`src/rtl/sc_pkg.sv`:
```
package sc_pkg;
  localparam int C1_W  = 3;
  localparam int C2_W  = 3;
  localparam int C3_W  = 4;
  localparam int OUT_W = 8;

  typedef struct packed {
    logic [C1_W-1:0] c1;
    logic [C2_W-1:0] c2;
    logic [C3_W-1:0] c3;
  } triple_t;
endpackage

```
`src/rtl/sc_delay.sv`:
```
module sc_delay #(
  parameter int W = 1,
  parameter int D = 1
) (
  input  logic                clk,
  input  logic                rst_n,
  input  logic [W-1:0]        din,
  output logic [D-1:0][W-1:0] taps
);
  logic [D-1:0][W-1:0] q_r;
  logic [D-1:0][W-1:0] q_nx;

  for (genvar g = 0; g < D; g++) begin : g_stg
    if (g == 0) begin : g_head
      assign q_nx[g] = din;
    end else begin : g_body
      assign q_nx[g] = q_r[g-1];
    end
  end

  always_ff @(posedge clk or negedge rst_n) begin
    if (!rst_n) q_r <= '0;
    else        q_r <= q_nx;
  end

  assign taps = q_r;
endmodule

```
`src/rtl/sc_merge.sv`:
```
module sc_merge
  import sc_pkg::*;
#(
  parameter int SH1 = 5,
  parameter int SH2 = 3,
  parameter int OFF = 20
) (
  input  triple_t          t,
  output logic [OUT_W-1:0] code
);
  localparam int CODE_MAX = (1 << OUT_W) - 1;

  logic signed [31:0] raw;

  always_comb begin
    raw = ($signed(32'(t.c1)) <<< SH1)
        + ($signed(32'(t.c2)) <<< SH2)
        +  $signed(32'(t.c3))
        - OFF;
    if (raw < 0)             code = '0;
    else if (raw > CODE_MAX) code = '1;
    else                     code = raw[OUT_W-1:0];
  end
endmodule

```
`src/rtl/sc_outreg.sv`:
```
module sc_outreg #(
  parameter int W = 8
) (
  input  logic         clk,
  input  logic         rst_n,
  input  logic         oe_n,
  input  logic [W-1:0] d,
  output logic [W-1:0] q,
  output logic         drv_en
);
  logic [W-1:0] q_r;
  logic [W-1:0] q_nx;

  always_comb q_nx = d;

  always_ff @(posedge clk or negedge rst_n) begin
    if (!rst_n) q_r <= '0;
    else        q_r <= q_nx;
  end

  assign q      = q_r;
  assign drv_en = ~oe_n;
endmodule

```
`src/rtl/subcode_corrector.sv`:
```
module subcode_corrector
  import sc_pkg::*;
#(
  parameter int SH1    = 5,
  parameter int SH2    = 3,
  parameter int OFFSET = 20
) (
  input  logic             clk,
  input  logic             rst_n,
  input  logic             oe_n,
  input  logic [C1_W-1:0]  st1_code,
  input  logic [C2_W-1:0]  st2_code,
  input  logic [C3_W-1:0]  st3_code,
  output logic [OUT_W-1:0] dout,
  output logic             dout_drive,
  output logic             dout_valid
);
  localparam int D1    = 2;
  localparam int D2    = D1 - 1;
  localparam int LAT   = D1 + 2;
  localparam int TRI_W = $bits(triple_t);

  logic [D1-1:0][C1_W-1:0] a1_taps;
  logic [D2-1:0][C2_W-1:0] a2_taps;
  logic [0:0][TRI_W-1:0]   trip_q;
  logic [LAT-1:0][0:0]     fill;
  triple_t                 trip_in;
  triple_t                 trip;
  logic [OUT_W-1:0]        merged;

  sc_delay #(.W(C1_W), .D(D1)) u_d1 (
    .clk(clk), .rst_n(rst_n), .din(st1_code), .taps(a1_taps));

  sc_delay #(.W(C2_W), .D(D2)) u_d2 (
    .clk(clk), .rst_n(rst_n), .din(st2_code), .taps(a2_taps));

  always_comb begin
    trip_in.c1 = a1_taps[D1-1];
    trip_in.c2 = a2_taps[D2-1];
    trip_in.c3 = st3_code;
  end

  sc_delay #(.W(TRI_W), .D(1)) u_trip (
    .clk(clk), .rst_n(rst_n), .din(trip_in), .taps(trip_q));

  assign trip = triple_t'(trip_q[0]);

  sc_merge #(.SH1(SH1), .SH2(SH2), .OFF(OFFSET)) u_merge (
    .t(trip), .code(merged));

  sc_outreg #(.W(OUT_W)) u_out (
    .clk(clk), .rst_n(rst_n), .oe_n(oe_n), .d(merged),
    .q(dout), .drv_en(dout_drive));

  sc_delay #(.W(1), .D(LAT)) u_fill (
    .clk(clk), .rst_n(rst_n), .din(1'b1), .taps(fill));

  assign dout_valid = fill[LAT-1][0];


  align1_chk: assert property (@(posedge clk) disable iff (!rst_n)
    fill[1][0] |-> (a1_taps[D1-1] == $past(st1_code, 2)));


  align2_chk: assert property (@(posedge clk) disable iff (!rst_n)
    fill[0][0] |-> (a2_taps[D2-1] == $past(st2_code, 1)));


  clamp_hi_chk: assert property (@(posedge clk) disable iff (!rst_n)
    (fill[2][0] && trip.c1 == '1 && trip.c2 == '1) |=> (dout == '1));


  clamp_lo_chk: assert property (@(posedge clk) disable iff (!rst_n)
    (fill[2][0] && trip.c1 == '0 && trip.c2 == '0 && int'(trip.c3) <= OFFSET)
      |=> (dout == '0));


  valid_hold_chk: assert property (@(posedge clk) disable iff (!rst_n)
    dout_valid |=> dout_valid);
endmodule

```
`config.mk`:
```
export PLATFORM = sky130hd
export DESIGN_NAME = subcode_corrector
export DESIGN_NICKNAME = d
export VERILOG_FILES = /design/src/rtl/sc_pkg.sv /design/src/rtl/sc_delay.sv /design/src/rtl/sc_merge.sv /design/src/rtl/sc_outreg.sv /design/src/rtl/subcode_corrector.sv
export SDC_FILE = /design/constraint.sdc
export NUM_CORES = 1
export LEC_CHECK = 0
export CORE_AREA = 3 3 64 66
export CTS_CLUSTER_DIAMETER = 120
export DETAILED_ROUTE_END_ITERATION = 8
export DIE_AREA = 0 0 67 69
export MAX_ROUTING_LAYER = met4
export PLACE_DENSITY = 0.51
export SYNTH_ARGS = -nofsm -noshare
export SYNTH_HDL_FRONTEND = slang
export SYNTH_SLANG_ARGS = --single-unit
```
`constraint.sdc`:
```
create_clock -name clk -period 6.85 [get_ports clk]
set_input_delay 1.7125 -clock clk [delete_from_list [all_inputs] [get_ports clk]]
set_output_delay 1.7125 -clock clk [all_outputs]
set_load 0.05 [all_outputs]
```
==> impl_metrics.json, run 1 <==
{
  "multiInputGateArea_sq_um": 391.6,
  "grt_pass1_wl_um": 2842,
  "syn-cell-area_sq_um": 1212,
  "grt_pass1_vias": 683,
  "cts_made_buffers": 5,
  "htree_levels": 2,
  "die-width_um": 67,
  "dp.cells": 157,
  "place_congestion": 0.7844,
  "tns_ns": 0,
  "p_total_mw": 0.4437,
  "hold_class": "register to register",
  "core_area_sq_um": 3633,
  "nNetsFinal": 140,
  "cts_setup_buffers": 0,
  "avgRoutedWirePerCell_um": 10.48,
  "fin_cells": 165,
  "seq_area_frac_synth_pct": 63.98,
  "slew_violations": 0,
  "period_needed_ns": 4.661,
  "critPathBufInv": 3,
  "critPathSlowestCell": "clkdlybuf4s50_1",
  "fillCellCount": 345,
  "crit_type": "input port to output pin",
  "vias_per_cell": 4.248,
  "peakVddDrop_uv": 141.9,
  "arrival_ns": 2.95,
  "powerDensity_nw_per_um2": 280.1,
  "ys_ff_latch": 31,
  "ios": 23,
  "port_buffers": 22,
  "ff_latch_area_sq_um": 775.7,
  "slowest_delay_ns": 0.79,
  "crit_fanout": 1,
  "syn_nets": 110,
  "relSlewSlack_pct": 61.24,
  "cts.sink_count": 31,
  "power.leakage_nw": 0.7298,
  "ys_types": 24,
  "critPathLaunchType": "input port",
  "ctsRootBufferMaster": "clkbuf_8",
  "drc": 0,
  "placementRows": 22,
  "clk_pin_slew_ns": 0.06,
  "rsz0062_at_grt": "false",
  "path_cells": "clkdlybuf4s50_1 > inv_1 > clkdlybuf4s50_1",
  "start_util_pct": 33.37,
  "antenna_found_initial": 0,
  "setup_viol": 0,
  "layout_commonest_cell": "dfrtp_1",
  "skew_ns": 0.005413,
  "hold_buffers": 0,
  "dr_total_vias": 701,
  "grt_usage_pct": 8.827,
  "cts.repair.resized": 0,
  "clock_latency_ns": 0.28,
  "finalHoldViolations": 0,
  "dieHeight_um": 69,
  "ant_nets": 0,
  "first_pass_iters": 4,
  "syn_inst": 86,
  "status": "finished clean",
  "syn2layout_area_growth_pct": 30.65,
  "drive_above_1_share_pct": 11.11,
  "die_area_sq_um": 4623,
  "drv_cap": 0,
  "hpwlAfterDp_um": 1202,
  "fmaxAchievable_mhz": 214.6,
  "cp_common_cell": "clkdlybuf4s50_1",
  "drt_iter0_markers": 21,
  "worstSetupEndpointType": "output pin",
  "synth.avg_cell_area_sq_um": 14.10,
  "period_share_pct": 68.04,
  "cts_tree": "built",
  "totalWireLength_um": 1729,
  "n_antenna_cell": 0,
  "cp.required_ns": 5.14,
  "grt_overflow": 0,
  "cpLargestDelayFamily": "buffers and inverters",
  "yosys_warnings": 0,
  "clockBufferDepth": 2,
  "grt_start_max_net_pins": 32,
  "worstMarginPinSlew_ns": 0.5814,
  "layout_common_cells": "31 x dfrtp_1, 22 x clkdlybuf4s50_1, 12 x inv_1"
}
[power by group]
part / internal, mW / switching, mW
clock network: 0.0692 / 0.0642
registers: 0.199 / 0.00469
logic: 0.0410 / 0.0656
[logic make-up after synthesis]
family / count (synthesis) / share of synthesized area, %
AO/OA/AOI/OAI: 16 / 9.701
other: 1 / 0.3093
adder cells (fa/ha/maj): 11 / 11.97
AND/OR/NAND/NOR: 10 / 5.470
XOR/XNOR: 5 / 4.851
flip-flops: 31 / 63.98
buffers and inverters: 12 / 3.715
[layer usage]
layer	routed length (um)	GRT usage, %	vias up	share of wire [%]
met4	70	7.432	0	4.0
met3	119	4.397	8	6.9
met1	791	9.800	330	46
met5	0	-	-	0
met2	746	11.46	19	43
li1	-	-	344	-
[Yosys cell counts]
library cell	n	area, sq um
dfrtp_1	31	775.7
inv_1	12	45.04
ha_1	10	125.1
a21oi_1	9	45.04
nor2_1	3	11.26
xnor2_1	2	17.52
xor2_1	2	17.52
a211oi_4	1	20.02
a21o_1	1	7.510
a311oi_1	1	8.760
a32oi_1	1	8.760
and3_2	1	7.510
and3b_1	1	8.760
and4bb_2	1	12.51
conb_1	1	3.750
fa_1	1	20.02
nand2_1	1	3.750
nand3b_1	1	7.510
nor4_1	1	6.260
o21bai_1	1	7.510
o21bai_2	1	11.26
o2bb2ai_1	1	8.760
or3b_1	1	8.760
xor3_1	1	23.77
[path summary, 6_finish.rpt]
path | start | to | slack [ns] | cells after the start
setup / recovery | oe_n | dout_drive | 2.19 | 3
max in group asynchronous | rst_n | u_out.q[3]$_DFF_PN0_ | 4.75 | 2
min in group asynchronous | rst_n | u_trip.taps[1]$_DFF_PN0_ | 1.82 | 2
setup reg to reg | u_trip.taps[4]$_DFF_PN0_ | u_out.q[4]$_DFF_PN0_ | 3.70 | 13
hold reg to reg | u_d1.taps[0]$_DFF_PN0_ | u_d1.taps[3]$_DFF_PN0_ | 0.35 | 0
hold / removal | u_d1.taps[0]$_DFF_PN0_ | u_d1.taps[3]$_DFF_PN0_ | 0.35 | 0
[sequential cells by signal, indices dropped and copies added, names as in the netlist]
signal	cells
u_fill.taps	4
u_out.q	8
u_d2.taps	3
u_trip.taps	10
u_d1.taps	6
[cell type report]
cell class                 instances  area share (%)
sequential                        31           48.97
multi-input combinational         43           24.72
clock buffer                       5           4.344
inverter                          12           2.844
timing repair buffer              23           14.38
tap                               48           3.791
clock inverter                     3          0.9479
[stage by stage]
step	hold WS (ns)	area, sq um	utilization (%)	setup WS [ns]
6_report	0.3461	1584	43.60	2.189
5_1_grt	0.3563	1584	43.60	2.149
4_1_cts	0.3482	1584	43.60	2.183
3_5_place_dp	0.3347	1500	41.29	2.191
3_3_place_gp	0.3322	1500	41.29	2.191
2_1_floorplan	0.3312	1212	-	3.129
[worst register-to-register path, delay by kind of cell (launching register included)]
family / cells / cell delay (ns)
adder cells (fa/ha/maj): 4 / 1.02
buffers and inverters: 2 / 0.09
flip-flops: 1 / 0.32
AND/OR/NAND/NOR: 2 / 0.54
AO/OA/AOI/OAI: 5 / 1.03
Note: power is estimated with default switching activity, not from simulation.
==> run 2: changes to the inputs <==
clock period = 4.6 ns   (was 6.85 ns; I/O delays follow)
==> results of run 2 <==
Same layout as run 1 (identical final DEF). Status: finished clean.
Among the figures that moved: setup slack after placement 2.191 ns -> 1.066 ns; setup slack after layout 2.189 ns -> 1.064 ns; register-to-register setup slack 3.70 ns -> 1.45 ns; total power 0.4437 mW -> 0.6607 mW; worst IR drop on VDD 141.9 uV -> 211.3 uV
==> run 3: changes to the inputs <==
clock period = 3.3 ns   (was 4.6 ns; I/O delays follow)
==> run 3 against run 2 <==
Critical path depth increased by 8. Highest routed layer unchanged. Via count increased by 0.71%. Total power increased by 41%. Register-to-register slack got worse by 1.2 ns. Final area increased by 0.63%. Flip-flop and latch count unchanged. Largest cell class unchanged. Global-route usage increased by 0.31 points. Clock skew increased by 0.0028 ns. Non-clock buffer count unchanged.
==> impl_metrics.json, run 3 (synthesis gave the netlist of run 1 again) <==
{
  "r2r-end": "u_out.q[1]$_DFF_PN0_",
  "holdPathEnd": "u_trip.taps[6]$_DFF_PN0_",
  "crit_fanout": 8,
  "worstMarginPinSlew_ns": 0.5019,
  "drv_cap": 0,
  "ff2ff_path_depth": 11,
  "drc": 0,
  "final_area_sq_um": 1594,
  "hold_buffers": 0,
  "fin_worst_hold_slack_ns": 0.3372,
  "ios": 23,
  "dr_total_vias": 706,
  "clockBufferDepth": 2,
  "cts_made_buffers": 5,
  "grt_pass1_vias": 726,
  "placementRows": 22,
  "drive_above_1_share_pct": 11.21,
  "n_antenna_cell": 0,
  "place_area_sq_um": 1500,
  "core_area_sq_um": 3633,
  "grt_start_max_net_pins": 32,
  "period_needed_ns": 3.076,
  "r2r_slack_ns": 0.22,
  "power_frac_clock_pct": 30.6,
  "clk_pin_slew_ns": 0.06,
  "swShare_pct": 29.09,
  "hold_class": "register to register",
  "switchingPower_mw": 0.2718,
  "combPwrFrac_pct": 24.0,
  "largest_reg_flops": 10,
  "first_pass_iters": 4,
  "p_int_mw": 0.6624,
  "totalWireLength_um": 1823,
  "power.leakage_nw": 0.7303,
  "powerDensity_nw_per_um2": 586.1,
  "grt_overflow": 0,
  "arrival_ns": 3.21,
  "fillCellCount": 345,
  "skew_ns": 0.008254,
  "ant_nets": 0,
  "hpwlAfterDp_um": 1321,
  "finalHoldViolations": 0,
  "htree_levels": 2,
  "rsz0062_at_grt": "false",
  "vias_per_cell": 4.305,
  "status": "finished clean",
  "avgRoutedWirePerCell_um": 11.12,
  "drt_iter0_markers": 15,
  "nNetsFinal": 140,
  "grt_pass1_wl_um": 3070,
  "die-width_um": 67,
  "dieHeight_um": 69,
  "peakVddDrop_uv": 269.1,
  "holdCritStartpoint": "u_d2.taps[2]$_DFF_PN0_",
  "crit_type": "register to register",
  "port_buffers": 22,
  "layout_common_cells": "31 x dfrtp_1, 22 x clkdlybuf4s50_1, 12 x inv_1",
  "seq_power_share_pct": 45.4,
  "r2r_start": "u_trip.taps[6]$_DFF_PN0_",
  "relSlewSlack_pct": 66.44,
  "start_util_pct": 33.37,
  "period_share_pct": 93.21,
  "clock_latency_ns": 0.28,
  "cp.required_ns": 3.43,
  "antenna_found_initial": 0,
  "worstSetupEndpointType": "register",
  "cts.sink_count": 31,
  "critPathLaunchType": "register",
  "min_path_cells": 0,
  "slew_violations": 0,
  "layout_commonest_cell": "dfrtp_1",
  "ctsRootBufferMaster": "clkbuf_8",
  "die_area_sq_um": 4623,
  "setup_viol": 0,
  "fmaxAchievable_mhz": 325.1,
  "syn2layout_area_growth_pct": 31.48,
  "grt_usage_pct": 9.138,
  "multiInputGateArea_sq_um": 397.9,
  "ff_latch_area_sq_um": 775.7,
  "cts_tree": "built",
  "tns_ns": 0,
  "place_congestion": 0.8354
}
run 3: critical path: stages, from the launching register on:
cell	delay, ns
dfrtp_1	0.37
ha_1	0.24
ha_1	0.27
xnor2_1	0.28
inv_1	0.08
ha_1	0.37
a21oi_1	0.09
ha_1	0.29
or3b_1	0.34
nor4_1	0.23
o2bb2ai_2	0.24
a21oi_1	0.13
run 3: layer usage:
metal,up-vias,GRT usage [%],routed length (um)
met5,-,-,0
met4,0,4.730,23
met3,2,3.909,105
met2,19,13.76,939
met1,345,10.13,755
li1,340,-,-
run 3: power by group through the flow:
stage,Clock [mW],Combinational (mW),Sequential (mW)
6_report,0.286,0.224,0.424
5_1_grt,0.317,0.241,0.427
4_1_cts,0.302,0.226,0.425
3_5_place_dp,0,0.224,0.432
3_3_place_gp,0,0.222,0.431
2_1_floorplan,0,0.0737,0.501
run 3: area by class of cell:
type | instances | area share [%]
Clock buffer | 6 | 5.181
Clock inverter | 1 | 0.3140
Timing Repair Buffer | 23 | 14.29
Sequential cell | 31 | 48.67
Tap cell | 48 | 3.768
Multi-Input combinational cell | 43 | 24.96
Inverter | 12 | 2.826
run 3: worst max path at each step:
stage / startpoint / endpoint / depth (start not counted)
after floorplan: u_trip.taps[3]$_DFF_PN0_ / u_out.q[0]$_DFF_PN0_ / 13
after global placement: u_trip.taps[3]$_DFF_PN0_ / u_out.q[3]$_DFF_PN0_ / 13
after detailed placement: u_trip.taps[6]$_DFF_PN0_ / u_out.q[1]$_DFF_PN0_ / 11
after CTS: u_trip.taps[6]$_DFF_PN0_ / u_out.q[1]$_DFF_PN0_ / 11
after global routing: u_trip.taps[6]$_DFF_PN0_ / u_out.q[1]$_DFF_PN0_ / 11
final: u_trip.taps[6]$_DFF_PN0_ / u_out.q[1]$_DFF_PN0_ / 11
run 3: timing repair:
item                       CTS  global route
gates resized for setup      0             1
setup buffers                0             0
setup endpoints to repair    0             8
run 3: stage by stage:
step | power, mW | worst slack (ns) | util (%) | std cells
after global placement | 0.6530 | 0.2370 | 41.29 | 157
after global routing | 0.9851 | 0.02889 | 43.87 | 164
after detailed placement | 0.6553 | 0.1867 | 41.29 | 157
after floorplan | 0.5749 | 0.4523 | - | 86
after CTS | 0.9530 | 0.1513 | 43.70 | 164
final | 0.9342 | 0.2240 | 43.87 | 164
